**config.mk**
```make
export PLATFORM = sky130hd
export DESIGN_NAME = dtmf_digit_steer
export DESIGN_NICKNAME = d
export VERILOG_FILES = /design/src/rtl/dtmf_steer_pkg.sv /design/src/rtl/dtmf_input_qual.sv /design/src/rtl/dtmf_steer_fsm.sv /design/src/rtl/dtmf_out_latch.sv /design/src/rtl/dtmf_digit_steer.sv
export SDC_FILE = /design/constraint.sdc
export NUM_CORES = 1
export LEC_CHECK = 0
export BUFFER_PORTS_ARGS = -buffer_cell sky130_fd_sc_hd__buf_4
export CAP_MARGIN = 20
export CELL_PAD_IN_SITES_DETAIL_PLACEMENT = 1
export CELL_PAD_IN_SITES_GLOBAL_PLACEMENT = 1
export CORE_MARGIN = 5
export CORE_UTILIZATION = 30
export DETAILED_ROUTE_END_ITERATION = 10
export GPL_TIMING_DRIVEN = 0
export PLACE_DENSITY = 0.65
export RECOVER_POWER = 25
export SLEW_MARGIN = 20
export SYNTH_ARGS = -nofsm -noshare
export SYNTH_HDL_FRONTEND = slang
export SYNTH_SLANG_ARGS = --single-unit
```
**constraint.sdc**
```tcl
create_clock -name clk -period 3.08 [get_ports clk]
set_input_delay 0.154 -clock clk [delete_from_list [all_inputs] [get_ports clk]]
set_output_delay 0.154 -clock clk [all_outputs]
set_load 0.01 [all_outputs]
```
**src/rtl/dtmf_steer_pkg.sv**
```systemverilog
package dtmf_steer_pkg;

    typedef struct packed {
        logic [1:0] row;
        logic [1:0] col;
    } tone_pair_t;

    typedef enum logic [1:0] {
        ST_IDLE,
        ST_QUAL,
        ST_HELD,
        ST_GAP
    } steer_state_e;

    localparam logic [1:0] LAST_COL = 2'd3;
    localparam logic [1:0] LAST_ROW = 2'd3;

    // Key code: digits map to themselves, 0 -> 10, * -> 11, # -> 12,
    // column-3 keys -> 13,14,15 and finally 0 on the bottom row.
    function automatic logic [3:0] code_of(input tone_pair_t p);
        logic [3:0] c;
        if (p.col == LAST_COL) begin
            c = (p.row == LAST_ROW) ? 4'd0 : 4'd13 + {2'b00, p.row};
        end else if (p.row != LAST_ROW) begin
            c = 4'd1 + {2'b00, p.col} + 4'd3 * {2'b00, p.row};
        end else begin
            case (p.col)
                2'd0:    c = 4'd11;
                2'd1:    c = 4'd10;
                default: c = 4'd12;
            endcase
        end
        return c;
    endfunction

endpackage

```
**src/rtl/dtmf_input_qual.sv**
```systemverilog
module dtmf_input_qual
    import dtmf_steer_pkg::*;
(
    input  logic       clk,
    input  logic       rst,
    input  logic       pair_valid_i,
    input  logic [1:0] row_i,
    input  logic [1:0] col_i,
    input  logic       inhibit_i,
    input  logic       pd_i,
    output logic       q_valid_o,
    output tone_pair_t pair_o,
    output logic [3:0] code_o,
    output logic       early_o
);
    logic masked;
    logic early_q;

    assign pair_o    = '{row: row_i, col: col_i};
    assign masked    = inhibit_i && (col_i == LAST_COL);
    assign q_valid_o = pair_valid_i && !masked && !pd_i;
    assign code_o    = code_of(pair_o);

    always_ff @(posedge clk) begin
        if (rst) early_q <= 1'b0;
        else     early_q <= q_valid_o;
    end
    assign early_o = early_q;

    // a missing pair clears early steering on the next cycle
    a_r2_early_drops: assert property (@(posedge clk) disable iff (rst)
        !pair_valid_i |=> !early_o);

    // an inhibited column-3 key never shows on early steering
    a_r8_inhibit_masks: assert property (@(posedge clk) disable iff (rst)
        (inhibit_i && col_i == LAST_COL) |=> !early_o);

endmodule

```
**src/rtl/dtmf_steer_fsm.sv**
```systemverilog
module dtmf_steer_fsm
    import dtmf_steer_pkg::*;
#(
    parameter int TONE_CYC  = 6,
    parameter int PAUSE_CYC = 4
) (
    input  logic       clk,
    input  logic       rst,
    input  logic       pd_i,
    input  logic       q_valid_i,
    input  tone_pair_t pair_i,
    output logic       load_o,
    output logic       dstv_o
);
    localparam int CNT_MAX = (TONE_CYC > PAUSE_CYC) ? TONE_CYC : PAUSE_CYC;
    localparam int CNT_W   = $clog2(CNT_MAX + 1);
    localparam logic [CNT_W-1:0] TONE_LAST  = CNT_W'(TONE_CYC - 1);
    localparam logic [CNT_W-1:0] PAUSE_LAST = CNT_W'(PAUSE_CYC - 1);
    localparam logic [CNT_W-1:0] CNT_ONE    = CNT_W'(1);

    steer_state_e     state_q;
    logic [CNT_W-1:0] cnt_q;
    tone_pair_t       cand_q;
    logic             dstv_q;

    assign load_o = !pd_i && (state_q == ST_QUAL) && q_valid_i
                    && (pair_i == cand_q) && (cnt_q == TONE_LAST);

    always_ff @(posedge clk) begin
        if (rst) begin
            state_q <= ST_IDLE;
            cnt_q   <= '0;
            cand_q  <= '0;
            dstv_q  <= 1'b0;
        end else if (pd_i) begin
            state_q <= ST_IDLE;
            cnt_q   <= '0;
            dstv_q  <= 1'b0;
        end else begin
            case (state_q)
                ST_IDLE: begin
                    if (q_valid_i) begin
                        state_q <= ST_QUAL;
                        cand_q  <= pair_i;
                        cnt_q   <= CNT_ONE;
                    end
                end
                ST_QUAL: begin
                    if (!q_valid_i) begin
                        state_q <= ST_IDLE;
                        cnt_q   <= '0;
                    end else if (pair_i != cand_q) begin
                        cand_q <= pair_i;
                        cnt_q  <= CNT_ONE;
                    end else if (cnt_q == TONE_LAST) begin
                        state_q <= ST_HELD;
                        cnt_q   <= '0;
                        dstv_q  <= 1'b1;
                    end else begin
                        cnt_q <= cnt_q + CNT_ONE;
                    end
                end
                ST_HELD: begin
                    if (!q_valid_i) begin
                        state_q <= ST_GAP;
                        cnt_q   <= CNT_ONE;
                    end
                end
                default: begin
                    if (q_valid_i) begin
                        state_q <= ST_HELD;
                        cnt_q   <= '0;
                    end else if (cnt_q == PAUSE_LAST) begin
                        state_q <= ST_IDLE;
                        cnt_q   <= '0;
                        dstv_q  <= 1'b0;
                    end else begin
                        cnt_q <= cnt_q + CNT_ONE;
                    end
                end
            endcase
        end
    end
    assign dstv_o = dstv_q;

    // delayed steering rises only on a sampled qualified pair
    a_r3_rise_on_tone: assert property (@(posedge clk) disable iff (rst)
        $rose(dstv_q) |-> $past(q_valid_i));

    // delayed steering falls only after an absent sample or power-down
    a_r7_fall_on_gap: assert property (@(posedge clk) disable iff (rst)
        $fell(dstv_q) |-> ($past(!q_valid_i) || $past(pd_i)));

    // the timing counter stays within its longest window
    a_r5_cnt_bound: assert property (@(posedge clk) disable iff (rst)
        cnt_q <= CNT_W'(CNT_MAX));

endmodule

```
**src/rtl/dtmf_out_latch.sv**
```systemverilog
module dtmf_out_latch (
    input  logic       clk,
    input  logic       rst,
    input  logic       load_i,
    input  logic [3:0] code_i,
    input  logic       oe_i,
    output logic [3:0] digit_o
);
    logic [3:0] code_q;

    always_ff @(posedge clk) begin
        if (rst)         code_q <= 4'd0;
        else if (load_i) code_q <= code_i;
    end

    assign digit_o = oe_i ? code_q : 4'd0;

    // the stored digit moves only on a load strobe
    a_r4_hold_without_load: assert property (@(posedge clk) disable iff (rst)
        !load_i |=> $stable(code_q));

endmodule

```
**src/rtl/dtmf_digit_steer.sv**
```systemverilog
module dtmf_digit_steer
    import dtmf_steer_pkg::*;
#(
    parameter int TONE_CYC  = 6,
    parameter int PAUSE_CYC = 4
) (
    input  logic       clk,
    input  logic       rst,
    input  logic       pair_valid,
    input  logic [1:0] row_idx,
    input  logic [1:0] col_idx,
    input  logic       col4_inhibit,
    input  logic       power_down,
    input  logic       out_en,
    output logic       early_steer,
    output logic       delayed_steer,
    output logic [3:0] digit_out
);
    logic       q_valid;
    tone_pair_t pair;
    logic [3:0] code;
    logic       load;

    dtmf_input_qual u_qual (
        .clk          (clk),
        .rst          (rst),
        .pair_valid_i (pair_valid),
        .row_i        (row_idx),
        .col_i        (col_idx),
        .inhibit_i    (col4_inhibit),
        .pd_i         (power_down),
        .q_valid_o    (q_valid),
        .pair_o       (pair),
        .code_o       (code),
        .early_o      (early_steer)
    );

    dtmf_steer_fsm #(
        .TONE_CYC  (TONE_CYC),
        .PAUSE_CYC (PAUSE_CYC)
    ) u_fsm (
        .clk       (clk),
        .rst       (rst),
        .pd_i      (power_down),
        .q_valid_i (q_valid),
        .pair_i    (pair),
        .load_o    (load),
        .dstv_o    (delayed_steer)
    );

    dtmf_out_latch u_latch (
        .clk     (clk),
        .rst     (rst),
        .load_i  (load),
        .code_i  (code),
        .oe_i    (out_en),
        .digit_o (digit_out)
    );

    // power-down silences both steering outputs next cycle
    a_r10_pd_quiet: assert property (@(posedge clk) disable iff (rst)
        power_down |=> (!early_steer && !delayed_steer));

    // a latch load always comes with delayed steering in the next cycle
    a_r3_load_raises_dstv: assert property (@(posedge clk) disable iff (rst)
        load |=> delayed_steer);

endmodule

```
==> Yosys cells after proc, flatten, opt, wreduce, memory -nomap -nowiden <==
Index checks and enable logic that the tools add are counted.
{ "op_classes": {"n_addsub": 4, "n_mul": 1, "div": 0, "n_lt_le_gt_ge": 0, "eq_ne": 19, "n_shift": 0, "n_mux": 31, "n_bitwise": 2, "n_reduce_logical": 20} }
{ "ops": {"columns": ["op", "count"], "rows": [
  ["two-way mux 4 bit", 7],
  ["two-way mux 3 bit", 7],
  ["two-way mux 2 bit", 7],
  ["inequality test 2 bit (second input constant)", 6],
  ["AND reduction 5 bit", 2],
  ["case mux 3 bit (3 select lines)", 1],
  ["case mux 4 bit (2 select lines)", 1],
  ["logical AND 1 bit", 7],
  ["== test 2 bit (second input constant)", 3],
  ["inequality test 3 bit (second input constant)", 2],
  ["case mux 2 bit (3 select lines)", 1],
  ["case mux 3 bit (2 select lines)", 1],
  ["AND reduction 6 bit", 1],
  ["two-way mux 1 bit", 5],
  ["adder 3 x 3 -> 4 bit (first input constant)", 1],
  ["adder 4 bit", 1],
  ["== test 2 x 1 -> 1 bit (second input constant)", 2],
  ["== test 4 bit", 1],
  ["zero test 2 bit", 2],
  ["multiplier 2 x 2 -> 4 bit (first input constant)", 1],
  ["inequality test 2 x 1 -> 1 bit (second input constant)", 2],
  ["inequality test 4 bit", 1],
  ["nonzero test 2 bit", 2],
  ["nonzero test 4 bit", 1],
  ["9 further kinds", 12]
]} }
{ "word_totals": {"ff_bits": 15, "latch_bits": 0, "ram_bits": 0, "romBits": 0, "input_bits": 10, "out_inout_bits": 6, "elab_cells": 84, "memories": 0} }

==> Longest topological paths before layout <==
{ "depth": {"word_depth": 8, "ltp_mapped": 11, "ltp_nobuf": 11} }

==> Modules after synthesis <==
Synthesis repeated with hierarchy kept, for this count alone.
{ "hier_totals": {"hier_cells": 139, "area_unflattened_um2": 1270.0} }
{ "by_module_without_submodules": {"columns": ["mod", "instances", "cells_per_inst", "area_per_inst_um2"], "rows": [
  ["dtmf_steer_fsm", 1, 90, 803.3],
  ["dtmf_input_qual", 1, 32, 295.3],
  ["dtmf_out_latch", 1, 17, 171.4]
]} }

==> Least setup slack after synthesis <==
No wires, ideal clock.
{ "synth_timing": {"path_kind": "input to register", "from": "input port col_idx[0]", "to": "register u_latch.code_q[3]", "setup_ns": 0.088, "arrival_ns": 2.147, "required_ns": 2.992, "slack_ns": 0.845, "cell_stages": 11, "n_path_buf": 0, "path_cell_list": "inv_1 > ha_1 > inv_1 > fa_1 > inv_1 > ha_1 > fa_1 > xor2_1 > nor3_1 > a211o_2 > o31ai_1"} }
{ "synth_between": {"elab_chain_len": 8, "word_cells_on_any_way": 13, "classes_between": "add/sub (2); eq/ne (2); mux (2); reduce/logical (7)"} }
{ "synth_lines": {"columns": ["element", "line", "rtl"], "rows": [
  ["start: declaration", "dtmf_digit_steer.sv:11", "input logic [1:0] col_idx,"],
  ["branches (longest 8 deep; another with adder 4 bit)", null, null],
  ["end signal: assignment", "dtmf_out_latch.sv:13", "else if (load_i) code_q <= code_i;"],
  ["end: declaration", "dtmf_out_latch.sv:9", "logic [3:0] code_q;"]
]} }
Several ways; the timed one is not identified.
A chain may end at the register's enable or synchronous reset.

==> Final worst setup path <==
{ "layout_timing": {"from": "input port col_idx[1]", "to": "register u_latch.code_q[3]"} }
The elaborated chain is that of the path after synthesis.

==> metrics.md <==
| Metric | Value |
|---|---|
| Wire per inst | 15.61 um |
| VDD IR max | 0.2179 mV |
| Compound-Gate Fraction of Synth Area | 25.98% |
| Vias in the first global route | 1190 |
| Commonest non-fill, non-tap cells in the layout | 15 x dfxtp_1, 13 x inv_1, 11 x buf_4, 11 x ha_1, 10 x clkbuf_1 |
| Mapped Area | 0.001209 mm2 |
| Filler instances | 473 |
| Synth top area share | 24.84% |
| Mean Syn Cell Area | 8.512 um2 |
| Power per Cell Area | 340.4 mW/mm2 |
| Main combinational cell family by area after synthesis | compound AO/OA/AOI/OAI gates |
| Crit Path Max Fanout | 5 |
| Slew margin rel. | 61.90% |
| Register Area | 300.3 um2 |
| Worst path required time | 3250 ps |
| Crit path kind | in -> reg |
| HP Class | in -> reg |
| # nets final | 183 |
| Core Area | 0.003943 mm2 |
| Fin crit period | 2248 ps |
| Drt initial violations | 51 |
| Root Buffer | clkbuf_8 |
| Clock Tree Buf Depth | 2 |
| Initial antenna violation count | 0 |
| # DRC | 0 |
| DIE HEIGHT | 73.48 um |
| Area leader, netlist | dfxtp_1 |
| Total GRT Usage | 13.38% |
| Crit path DAT | 2410 ps |
| Sequential element share of the synthesized area | 24.84% |
| Die width | 73.48 um |
| First-pass DRT Iterations | 4 |
| Final antenna-violating net count | 0 |
| Synth top area cells | dfxtp_1 25%, ha_1 11%, inv_1 4.0% |
| Total number of vias | 1119 |
| RSZ-0062 raised after global routing | no |
| Starting Density | 30.66% |
| WL final | 3262 um |
| Post-CTS setup buffer count | 0 |
| Clk sinks | 15 |
| CTS tree | yes |
| Commonest non-fill, non-tap cell in the layout | dfxtp_1 |
| Post-Synth XOR/XNOR Area | 4.865% |
| CP endpoint kind | register |
| First-pass GRT wire length | 5595 um |
| I/O Buffers | 13 |
| Via density | 5.354 |
| Status | finished clean |
| Max Slew Vio Count | 0 |
| Post-CTS resize count | 0 |
| Worst-Skew Late Latency | 250 ps |
| Clock H-tree levels | 1 |
| Final std cells w/o fill | 209 |
| GPL Wtd Cong | 0.8289 |
| Synth Register Bits | 15 |
| Final Skew | 1.817 ps |
| Area growth syn-to-layout | 16.05% |
| Ant diodes | 0 |
| Final setup fails | 0 |
| Synth Area in Adders | 14.70% |
| Fin Setup TNS | 0 ps |
| Distinct cells, synth | 47 |
| Mux cell area share after synthesis | 1.656% |
| Period utilization | 72.98% |
| Ys Warns | 0 |
| Worst-margin pin slew | 569.4 ps |
| MaxCap Viol Count | 0 |
| Total grt overflow | 0 |
| Synth Area in Simple Gates | 20.08% |
| Cts hold-fix bufs | 0 |
| Mapped Cells | 142 |
| Share of cells above drive strength 1 | 16.35% |
| Leakage | 0.5607 nW |
| Detailed Place HPWL | 2527 um |
| Final Hold Vio Count | 0 |
| Num rows | 23 |
| Placed Cells incl. Taps | 205 |
| Fmax | 0.4449 GHz |
| Cts bufs inserted | 3 |
| Hold_ws | 185.1 ps |
| Overall power | 0.4775 mW |
| Critical Path Source Type | input port |
| Mapped Nets | 165 |
| Multi-input logic area | 813.3 um2 |
| Total die area | 0.005399 mm2 |
| Worst-path clk slew | 60 ps |
| Largest net degree at the start of global routing | 11 |
| IO Pins | 16 |
## path summary, 6_finish.rpt
check        slack (ps)            start  cells past startpoint                end
max                 830       col_idx[1]                     12  u_latch.code_q[3]
min                 190       col_idx[0]                      3    u_fsm.cand_q[0]
max reg2reg        1260   u_fsm.cnt_q[0]                      5     u_fsm.cnt_q[2]
min reg2reg         480  u_fsm.cand_q[0]                      2    u_fsm.cand_q[0]
## registers in the layout, indices dropped and copies added (netlist names), named ones only
register        cells
u_fsm.cnt_q         3
u_latch.code_q      4
u_qual.early_o      1
u_fsm.state_q       1
u_fsm.dstv_o        1
u_fsm.cand_q        4
## cell usage after synthesis (all sizes together)
master	count
nor2	8
a2bb2o	1
nor2b	3
mux2i	2
inv	13
nand4	3
or2	2
a311oi	1
o21a	1
a21bo	1
o2111ai	1
buf	3
o211a	1
nor4	2
nand3	2
nand3b	1
o21ai	6
a21boi	1
o211ai	6
a221oi	1
or4	4
nand2	10
dfxtp	15
ha	11
nor3	1
a31o	1
a32oi	2
o31ai	4
a211o	1
and2	5
xnor2	4
a21oi	5
or3	1
a211oi	2
o41ai	3
fa	2
a31oi	2
o2111a	1
xor2	1
clkbuf	6
and3	2
## cell families after synthesis
family / Yosys count
mux: 2
compound gates: 41
fa+ha+maj: 13
flops: 15
simple gates: 44
buf+inv: 22
xor+xnor: 5
## metal layers
layer | global-route usage, % | part of all wire, %
met1 | 15.89 | 44
met2 | 22.34 | 50
met3 | 3.557 | 2.9
met4 | 6.036 | 3.2
met5 | 0 | 0
## where the power goes
| group | internal, mW | switching, mW | total [mW] |
|---|---|---|---|
| clock | 0.0919 | 0.0726 | 0.164 |
| sequential | 0.199 | 0.00464 | 0.204 |
| combinational | 0.0453 | 0.0637 | 0.109 |
| total | 0.337 | 0.141 | 0.478 |
## metrics by stage
stage	utilization [%]	worst slack [ps]	cell area, um2
after floorplan	-	845.4	1209
after global placement	34.72	629.8	1369
after detailed placement	34.72	551.7	1369
after CTS	35.86	821.0	1414
after global routing	35.58	714.9	1403
final	35.58	832.3	1403
## critical path: stages
cell	delay (ps)
buf_4	130
inv_1	60
ha_1	270
inv_1	50
fa_1	480
inv_1	40
ha_1	190
fa_1	380
xor2_1	140
nor3_1	60
a211o_2	270
o31ai_1	180
## final cells by class
class | count | share of cell area (%)
flip-flops and latches | 15 | 21.41
plain buffers | 9 | 3.301
multi-input cells | 105 | 57.98
repair buffers | 13 | 6.155
clock buffers | 4 | 3.211
inverters | 13 | 3.479
well taps | 50 | 4.460
No activity file was read; power rests on OpenSTA's default activity.
